## config.mk

```make
export PLATFORM = sky130hd
export DESIGN_NAME = rot_regfile
export DESIGN_NICKNAME = d
export VERILOG_FILES = /design/src/rtl/rrf_pkg.sv /design/src/rtl/rrf_ctrl.sv /design/src/rtl/rrf_datapath.sv /design/src/rtl/rot_regfile.sv
export SDC_FILE = /design/constraint.sdc
export NUM_CORES = 2
export LEC_CHECK = 0
export CORE_MARGIN = 1.5
export CORE_UTILIZATION = 60
export CTS_BUF_LIST = sky130_fd_sc_hd__clkbuf_4
export DETAILED_ROUTE_END_ITERATION = 12
export PLACE_DENSITY = 0.86
export SYNTH_ARGS = -nofsm -noshare
export SYNTH_HDL_FRONTEND = slang
export SYNTH_SLANG_ARGS = --single-unit
export TNS_END_PERCENT = 20
```

## constraint.sdc

```tcl
create_clock -name clk -period 18 [get_ports clk]
set_clock_uncertainty 0.2 [all_clocks]
set_input_delay 3.6 -clock clk [delete_from_list [all_inputs] [get_ports clk]]
set_output_delay 3.6 -clock clk [all_outputs]
set_load 0.01 [all_outputs]
```

## src/rtl/rrf_pkg.sv

```systemverilog
package rrf_pkg;
  // Per-cycle strobes from mapping control to storage
  typedef struct packed {
    logic wrEn;     // commit write this cycle
    logic bypassA;  // port A hits the slot being written
    logic bypassB;  // port B hits the slot being written
  } rrf_strobe_t;
endpackage

```

## src/rtl/rrf_ctrl.sv

```systemverilog
module rrf_ctrl
  import rrf_pkg::*;
#(
  parameter int NUM_REGS   = 32,
  parameter int NUM_STATIC = 8,
  localparam int SPEC_W    = $clog2(NUM_REGS),
  localparam int ROT       = NUM_REGS - NUM_STATIC,
  localparam int BASE_W    = (ROT > 1) ? $clog2(ROT) : 1
) (
  input  logic              clk,
  input  logic              rstN,
  input  logic              loopStep,
  input  logic              baseClear,
  input  logic              wrEn,
  input  logic [SPEC_W-1:0] wrSpec,
  input  logic [SPEC_W-1:0] rdSpecA,
  input  logic [SPEC_W-1:0] rdSpecB,
  output logic [SPEC_W-1:0] wrPhys,
  output logic [SPEC_W-1:0] rdPhysA,
  output logic [SPEC_W-1:0] rdPhysB,
  output rrf_strobe_t       strobes
);

  logic [BASE_W-1:0] baseQ;
  logic [BASE_W-1:0] baseNext;

  // Logical to physical: static region straight, rotating region offset
  function automatic logic [SPEC_W-1:0] mapSpec(input logic [SPEC_W-1:0] spec,
                                                 input logic [BASE_W-1:0] base);
    int off;
    if (int'(spec) < NUM_STATIC) begin
      return spec;
    end
    off = int'(spec) - NUM_STATIC + int'(base);
    if (off >= ROT) off = off - ROT;
    return SPEC_W'(NUM_STATIC + off);
  endfunction

  always_comb begin
    baseNext = baseQ;
    if (baseClear) begin
      baseNext = '0;
    end else if (loopStep) begin
      if (baseQ == '0) baseNext = BASE_W'(ROT - 1);
      else             baseNext = baseQ - 1'b1;
    end
  end

  always_ff @(posedge clk or negedge rstN) begin
    if (!rstN) baseQ <= '0;
    else       baseQ <= baseNext;
  end

  // All mappings use the current (old) base
  assign wrPhys  = mapSpec(wrSpec, baseQ);
  assign rdPhysA = mapSpec(rdSpecA, baseQ);
  assign rdPhysB = mapSpec(rdSpecB, baseQ);

  assign strobes.wrEn    = wrEn;
  assign strobes.bypassA = wrEn && (rdPhysA == wrPhys);
  assign strobes.bypassB = wrEn && (rdPhysB == wrPhys);

endmodule

```

## src/rtl/rrf_datapath.sv

```systemverilog
module rrf_datapath
  import rrf_pkg::*;
#(
  parameter int NUM_REGS = 32,
  parameter int DATA_W   = 64,
  localparam int SPEC_W  = $clog2(NUM_REGS)
) (
  input  logic              clk,
  input  logic              rstN,
  input  rrf_strobe_t       strobes,
  input  logic [SPEC_W-1:0] wrPhys,
  input  logic [DATA_W-1:0] wrData,
  input  logic [SPEC_W-1:0] rdPhysA,
  input  logic [SPEC_W-1:0] rdPhysB,
  output logic [DATA_W-1:0] rdDataA,
  output logic [DATA_W-1:0] rdDataB
);

  logic [DATA_W-1:0] regsQ [NUM_REGS];

  for (genvar g = 0; g < NUM_REGS; g++) begin : gSlot
    always_ff @(posedge clk or negedge rstN) begin
      if (!rstN) begin
        regsQ[g] <= '0;
      end else if (strobes.wrEn && (int'(wrPhys) == g)) begin
        regsQ[g] <= wrData;
      end
    end
  end

  // Write-first forwarding on each read port
  assign rdDataA = strobes.bypassA ? wrData : regsQ[rdPhysA];
  assign rdDataB = strobes.bypassB ? wrData : regsQ[rdPhysB];

endmodule

```

## src/rtl/rot_regfile.sv

```systemverilog
module rot_regfile
  import rrf_pkg::*;
#(
  parameter int NUM_REGS   = 32,
  parameter int NUM_STATIC = 8,
  parameter int DATA_W     = 64,
  localparam int SPEC_W    = $clog2(NUM_REGS)
) (
  input  logic              clk,
  input  logic              rstN,
  input  logic              loopStep,
  input  logic              baseClear,
  input  logic              wrEn,
  input  logic [SPEC_W-1:0] wrSpec,
  input  logic [DATA_W-1:0] wrData,
  input  logic [SPEC_W-1:0] rdSpecA,
  output logic [DATA_W-1:0] rdDataA,
  input  logic [SPEC_W-1:0] rdSpecB,
  output logic [DATA_W-1:0] rdDataB
);

  logic [SPEC_W-1:0] wrPhys;
  logic [SPEC_W-1:0] rdPhysA;
  logic [SPEC_W-1:0] rdPhysB;
  rrf_strobe_t       strobes;

  rrf_ctrl #(.NUM_REGS(NUM_REGS), .NUM_STATIC(NUM_STATIC)) uCtrl (
    .clk(clk), .rstN(rstN), .loopStep(loopStep), .baseClear(baseClear),
    .wrEn(wrEn), .wrSpec(wrSpec), .rdSpecA(rdSpecA), .rdSpecB(rdSpecB),
    .wrPhys(wrPhys), .rdPhysA(rdPhysA), .rdPhysB(rdPhysB), .strobes(strobes)
  );

  rrf_datapath #(.NUM_REGS(NUM_REGS), .DATA_W(DATA_W)) uData (
    .clk(clk), .rstN(rstN), .strobes(strobes), .wrPhys(wrPhys), .wrData(wrData),
    .rdPhysA(rdPhysA), .rdPhysB(rdPhysB), .rdDataA(rdDataA), .rdDataB(rdDataB)
  );

endmodule

```

# Yosys cells after proc, flatten, opt, wreduce, memory -nomap -nowiden
# Cells that the tools add are included.
# totals
regBits,2053
# op_classes
add_sub_neg,13
magnitude_cmp,8
n_eq_ne,33
muxes,26
bitwise,2
reduce_logical,37
# op_table
operator,n
$bmux W64 S5,2
$mux W64,6
$eq A5 B5 Y1 const B,16
$mux W5,15
$eq A5 B4 Y1 const B,8
$logic_and A1 B1 Y1,34
$add A6 B6 Y7,3
$ge A7 B6 Y1 const B,3
$eq A5 B3 Y1 const B,4
$sub A5 B4 Y6 const B,3
$add A5 B5 Y5 const A,3
$lt A5 B4 Y1 const B,3
$sub A5 B4 Y5 const B,3
$ge A6 B6 Y1 const B,2
$not A5 Y6,2
$eq A5 B2 Y1 const B,2
$eq A5 B5 Y1,2
$logic_not A5 Y1,2
$eq A5 B1 Y1 const B,1
$sub A5 B1 Y5 const B,1
$mux W1,3
$reduce_bool A2 Y1,1

# Depth between registers and ports, before layout
# depth
word_depth,12
ltp_mapped,17
mapped_depth_nobuf,15

# By module
# A second synthesis with hierarchy kept.
# unflattened
cells_unflattened,7087
area_unflattened_um2,109472.5
# by_module_without_submodules
module,instances,cells_per_inst,area_each_um2
rrf_datapath,1,6908,107957.3
rrf_ctrl,1,179,1515.2

# Worst setup path after synthesis
# Ideal clock, no wire load.
# synth_timing
path_kind,input -> output
startpoint,input port wrSpec[0]
endpoint,output port rdDataB[0]
arrival_time_ns,7.111
required_time_ns,14.200
path_slack_ns,7.089
cell_stages,16
path_buffers,2
cell_sequence,ha_1 > inv_1 > fa_1 > nor2b_1 > o21ai_0 > a21boi_0 > nor2_1 > ha_1 > a211o_1 > and2_1 > o31ai_2 > xor2_1 > or4_1 > buf_2 > buf_6 > mux2_4
# synth_via
elab_chain_cells,10
elab_cells_between_ends,14
cone_classes,4 x add/sub; 2 x order compare; 1 x eq/ne; 6 x mux; 1 x reduce/logical
# synth_lines
element,line,source
from (decl),rot_regfile.sv:14,"input logic [SPEC_W-1:0] wrSpec,"
$sub A5 B4 Y6,rrf_ctrl.sv:34,off = int'(spec) - NUM_STATIC + int'(base);
$add A6 B6 Y7,rrf_ctrl.sv:34,
$ge A7 B6 Y1 / $sub A5 B4 Y5 (equally long branches),rrf_ctrl.sv:35,if (off >= ROT) off = off - ROT;
$mux W5,rrf_ctrl.sv:35,
$mux W5,rrf_ctrl.sv:34,
$add A5 B5 Y5,rrf_ctrl.sv:36,return SPEC_W'(NUM_STATIC + off);
$mux W5 *,rrf_ctrl.sv:34,
$eq A5 B5 Y1 *,rrf_ctrl.sv:61,assign strobes.bypassB = wrEn && (rdPhysB == wrPhys);
$logic_and A1 B1 Y1 *,rrf_ctrl.sv:61,
$mux W64 *,rrf_datapath.sv:33,assign rdDataB = strobes.bypassB ? wrData : regsQ[rdPhysB];
to (decl),rot_regfile.sv:19,output logic [DATA_W-1:0] rdDataB
# Every way passes the cells marked *; elsewhere a longest branch is shown, timed or not. The select of a mux whose other input is x is not followed.

# Worst setup path after layout
# layout_timing
startpoint,input port rdSpecB[0]
endpoint,output port rdDataB[5]
# layout_via
elab_chain_cells,12
elab_cells_between_ends,18
cone_classes,4 x add/sub; 2 x order compare; 1 x eq/ne; 9 x mux; 1 x bitwise; 1 x reduce/logical
# layout_lines
element,line,source
from (decl),rot_regfile.sv:18,"input logic [SPEC_W-1:0] rdSpecB,"
$sub A5 B4 Y6,rrf_ctrl.sv:34,
$add A6 B6 Y7,rrf_ctrl.sv:34,
$ge A7 B6 Y1 / $sub A5 B4 Y5 (equally long branches),rrf_ctrl.sv:35,
$mux W5,rrf_ctrl.sv:35,
$mux W5,rrf_ctrl.sv:34,
$add A5 B5 Y5,rrf_ctrl.sv:36,
$mux W5 *,rrf_ctrl.sv:34,
$not A5 Y6 (implied by the code),rrf_datapath.sv:33,
$bmux W64 S5,rrf_datapath.sv:33,
$mux W64 (implied by the code) (2 in series),rrf_datapath.sv:33,
$mux W64 *,rrf_datapath.sv:33,
# Marks and branches as above.

==> impl_metrics.xml <==
<?xml version="1.0" encoding="UTF-8"?>
<metrics>
  <group name="floorplanning">
    <metric name="placement_rows" unit="">158</metric>
    <metric name="core_region_area" unit="µm²">186000</metric>
    <metric name="dieHeight" unit="µm">436</metric>
    <metric name="num_io_pins" unit="">212</metric>
    <metric name="die_width" unit="µm">436</metric>
    <metric name="dieArea" unit="µm²">190000</metric>
    <metric name="initial_utilization" unit="%">60.6</metric>
  </group>
  <group name="setup_path">
    <metric name="crit_type" unit="">input pin to primary output</metric>
    <metric name="critPathBufInv" unit="">5</metric>
    <metric name="critPathTopFamily" unit="">buffers and inverters</metric>
    <metric name="cells_along_the_critical_path" unit="">clkdlybuf4s50_1 -&gt; ha_1 -&gt; inv_1 -&gt; fa_1 -&gt; nand2b_1 -&gt; a21oi_1 -&gt; xor2_1 -&gt; ha_1 -&gt; a211o_1 -&gt; a211o_1 -&gt; nor3b_1 -&gt; a211oi_4 -&gt; buf_12 -&gt; xor2_1 -&gt; or4_4 -&gt; buf_4 -&gt; mux2_4 -&gt; clkdlybuf4s50_1</metric>
    <metric name="critPathRequiredTime" unit="ns">14.20</metric>
    <metric name="slowest_stage" unit="">or4_4</metric>
    <metric name="timing.critical_path.slowest_cell_delay" unit="ns">0.91</metric>
    <metric name="crit_path_start_kind" unit="">input pin</metric>
    <metric name="arrival" unit="ns">9.94</metric>
    <metric name="worst_setup_path_end_kind" unit="">primary output</metric>
    <metric name="crit_fanout" unit="">129</metric>
  </group>
  <group name="cells_and_area">
    <metric name="flow.area_growth_from_synthesis" unit="%">9.12</metric>
    <metric name="end_of_flow_core_utilization" unit="%">66.1</metric>
    <metric name="post_route_cells_drive_above_1_share" unit="%">53.6</metric>
    <metric name="layout.cells.non_filler" unit="">10400</metric>
    <metric name="final_nets" unit="">7637</metric>
  </group>
  <group name="yosys">
    <metric name="muxShareOfSynthArea" unit="%">47.2</metric>
    <metric name="synthXorXnorAreaFrac" unit="%">0.148</metric>
    <metric name="syn_nets" unit="">7505</metric>
    <metric name="post_synth.cell_area_avg" unit="µm²">15.2</metric>
    <metric name="flops_latches_synth" unit="">2053</metric>
    <metric name="yosysWarningCount" unit="">0</metric>
    <metric name="async_s_r_ff_share_synth" unit="%">100</metric>
    <metric name="synth-adder-area-share" unit="%">0.298</metric>
    <metric name="number_of_instances_in_the_synthesized_netlist" unit="">7396</metric>
    <metric name="yosysUniqueCellTypes" unit="">55</metric>
    <metric name="synth.yosys.seq_area_share" unit="%">45.6</metric>
    <metric name="synth_edf_count" unit="">0</metric>
    <metric name="combinational_family_with_the_most_area_after_synthesis" unit="">multiplexers</metric>
    <metric name="syn-cell-area" unit="µm²">113000</metric>
    <metric name="synth_area_in_simple_gates" unit="%">1.79</metric>
    <metric name="complex_gate_fraction_of_the_synthesized_area" unit="%">1.97</metric>
    <metric name="synth_flop_cell" unit="">dfrtp_1</metric>
  </group>
  <group name="pwr">
    <metric name="p_per_area" unit="nW/µm²">178</metric>
    <metric name="vdd_drop_max" unit="mV">0.141</metric>
    <metric name="design_power_total" unit="mW">21.9</metric>
    <metric name="power_leakage" unit="nW">55.1</metric>
  </group>
  <group name="sta">
    <metric name="finalWorstSetupSlack" unit="ns">4.26</metric>
    <metric name="unrepaired_setup_endpoints_after_global_routing" unit="">no</metric>
    <metric name="timing_hold_violations_final" unit="">0</metric>
    <metric name="final.period_utilization" unit="%">76.4</metric>
    <metric name="achievable-frequency" unit="MHz">72.8</metric>
    <metric name="maxSlewViolCount" unit="">0</metric>
    <metric name="max-slew-margin-rel" unit="%">9.94</metric>
    <metric name="setup_violations_final" unit="">0</metric>
    <metric name="setup-tns-final" unit="ns">0</metric>
    <metric name="actual_transition_at_the_worst_max_transition_pin" unit="ns">1.35</metric>
    <metric name="min_period" unit="ns">13.74</metric>
  </group>
  <group name="global_routing">
    <metric name="antenna_found_initial" unit="">16</metric>
    <metric name="grt_start_max_net_pins" unit="">182</metric>
    <metric name="via_count_of_the_first_global_routing_pass" unit="">77800</metric>
    <metric name="global_route.usage.total" unit="%">33.2</metric>
    <metric name="global_route_wire_length_before_repair" unit="mm">477</metric>
    <metric name="global_route.overflow_total" unit="">0</metric>
  </group>
  <group name="clocking">
    <metric name="clockBufferDepth" unit="">4</metric>
    <metric name="clk_root_buffer_cell" unit="">clkbuf_4</metric>
    <metric name="clock_sink_count" unit="">2053</metric>
    <metric name="htree_num_levels" unit="">6</metric>
    <metric name="resize_count_post_cts" unit="">0</metric>
    <metric name="tritoncts" unit="">done</metric>
    <metric name="post-cts-setup-buffer-count" unit="">0</metric>
    <metric name="cts_hold_buf" unit="">0</metric>
    <metric name="clkTransAtPathRegs" unit="ns">0.05</metric>
    <metric name="clk-insertion-delay-late" unit="ns">1.38</metric>
    <metric name="inserted_clock_buffers" unit="">558</metric>
  </group>
  <group name="worst_hold_path">
    <metric name="hold_path.class" unit="">flip-flop to flip-flop</metric>
  </group>
  <group name="drt">
    <metric name="totalWireLength" unit="mm">314</metric>
    <metric name="vias" unit="">72400</metric>
    <metric name="post-route-drc-count" unit="">0</metric>
    <metric name="drt_first_iter_violations" unit="">7425</metric>
    <metric name="first_pass_iters" unit="">6</metric>
    <metric name="antenna_violating_nets_post_route" unit="">0</metric>
    <metric name="routed_via_count_divided_by_cell_count" unit="">6.99</metric>
    <metric name="wl_per_cell" unit="µm">30.3</metric>
  </group>
  <group name="placed_design">
    <metric name="place_inst" unit="">9448</metric>
    <metric name="gp_congestion" unit="">0.834</metric>
    <metric name="pre_cts_ws" unit="ns">4.26</metric>
    <metric name="post_detail_place_hpwl" unit="mm">169</metric>
    <metric name="place.port_buffers" unit="">211</metric>
  </group>
  <group name="flow_run">
    <metric name="maxCapViolCount" unit="">0</metric>
  </group>
  <group name="status">
    <metric name="status" unit="">finished, final reports clean</metric>
  </group>
</metrics>
==> registers in the layout, indices dropped and copies added (netlist names) <==
register     count
uCtrl.baseQ      5
uData.regsQ   2048
==> through the flow <==
| stage | hold slack (ns) | area, µm² |
|---|---|---|
| after floorplan | 0.291 | 113000 |
| after global placement | 0.299 | 116000 |
| after detailed placement | 0.308 | 116000 |
| after CTS | 0.320 | 123000 |
| after global routing | 0.333 | 123000 |
| final | 0.321 | 123000 |
==> synthesized netlist by cell type, types with 12 or more instances <==
| cell type | instances | share of area [%] |
|---|---|---|
| inv_1 | 22 | 0.073 |
| buf_2 | 196 | 0.87 |
| a21oi_1 | 131 | 0.58 |
| buf_6 | 12 | 0.12 |
| a32o_1 | 128 | 1.1 |
| dfrtp_1 | 2053 | 46 |
| mux2_4 | 120 | 1.6 |
| mux2_2 | 2056 | 21 |
| mux4_2 | 1024 | 20 |
| nor2_1 | 20 | 0.067 |
| ha_1 | 22 | 0.24 |
| nand2_1 | 422 | 1.4 |
| buf_1 | 105 | 0.35 |
| mux2i_1 | 519 | 4.6 |
| clkbuf_1 | 460 | 1.5 |
==> layout make-up <==
cell class	count	area, µm²
sequential	2053	51400
multi-input combinational	4547	58300
fill	12400	63100
inverter	22	82.6
antenna	10	25.0
clock inverter	97	547
timing repair buffer	346	3430
clock buffer	812	6100
tap	2480	3100
==> layout by cell type (no fill, tap or decap), types with 5 or more instances in the layout <==
master and instances:
mux2_2 2056, dfrtp_1 2053, mux4_2 1024, clkbuf_4 812, mux2i_1 515, nand2_1 398
clkdlybuf4s50_1 210, a21oi_1 131, a32o_1 128, mux2_4 120, buf_4 112, clkinv_1 69
nand2_4 24, buf_12 23, inv_1 22, ha_1 22, nor2_1 20, diode_2 10
xnor2_1 10, clkinv_2 10, xor2_1 9, inv_2 9, nor3_1 7, o21ai_0 6
bufinv_16 6, nand2b_1 5, a211o_1 5
==> report_power, final <==
group          internal [mW]  switching, mW
Clock                   2.14           1.97
Combinational           5.50           3.90
Sequential              6.82           1.60
==> worst paths after layout <==
kind	startpoint	to	slack, ns	cells after the start
worst max-delay path	rdSpecB[0]	rdDataB[5]	4.26	18
worst min-delay path	uData.regsQ[518]$_DFFE_PN0P_	uData.regsQ[518]$_DFFE_PN0P_	0.32	1
worst min register to register	uData.regsQ[518]$_DFFE_PN0P_	uData.regsQ[518]$_DFFE_PN0P_	0.32	1
worst max register to register	uCtrl.baseQ[0]$_DFFE_PN0P_	uData.regsQ[774]$_DFFE_PN0P_	11.79	17
max in group asynchronous	rstN	uData.regsQ[1748]$_DFFE_PN0P_	12.42	4
min in group asynchronous	rstN	uData.regsQ[964]$_DFFE_PN0P_	1.97	1
==> logic make-up after synthesis <==
group           Yosys count
mux                    3719
flops                  2053
buf+inv                 796
simple gates            489
compound gates          295
fa+ha+maj                25
xor+xnor                 19
==> routing by layer <==
layer | global-route usage [%] | up-vias | wire (µm)
met2 | 53.7 | 3866 | 155000
met1 | 41.6 | 38500 | 115000
met4 | 19.3 | 14 | 18100
met3 | 7.00 | 988 | 26600
met5 | 0 | - | 80
li1 | - | 29000 | -
(Power assumes the default switching activity.)
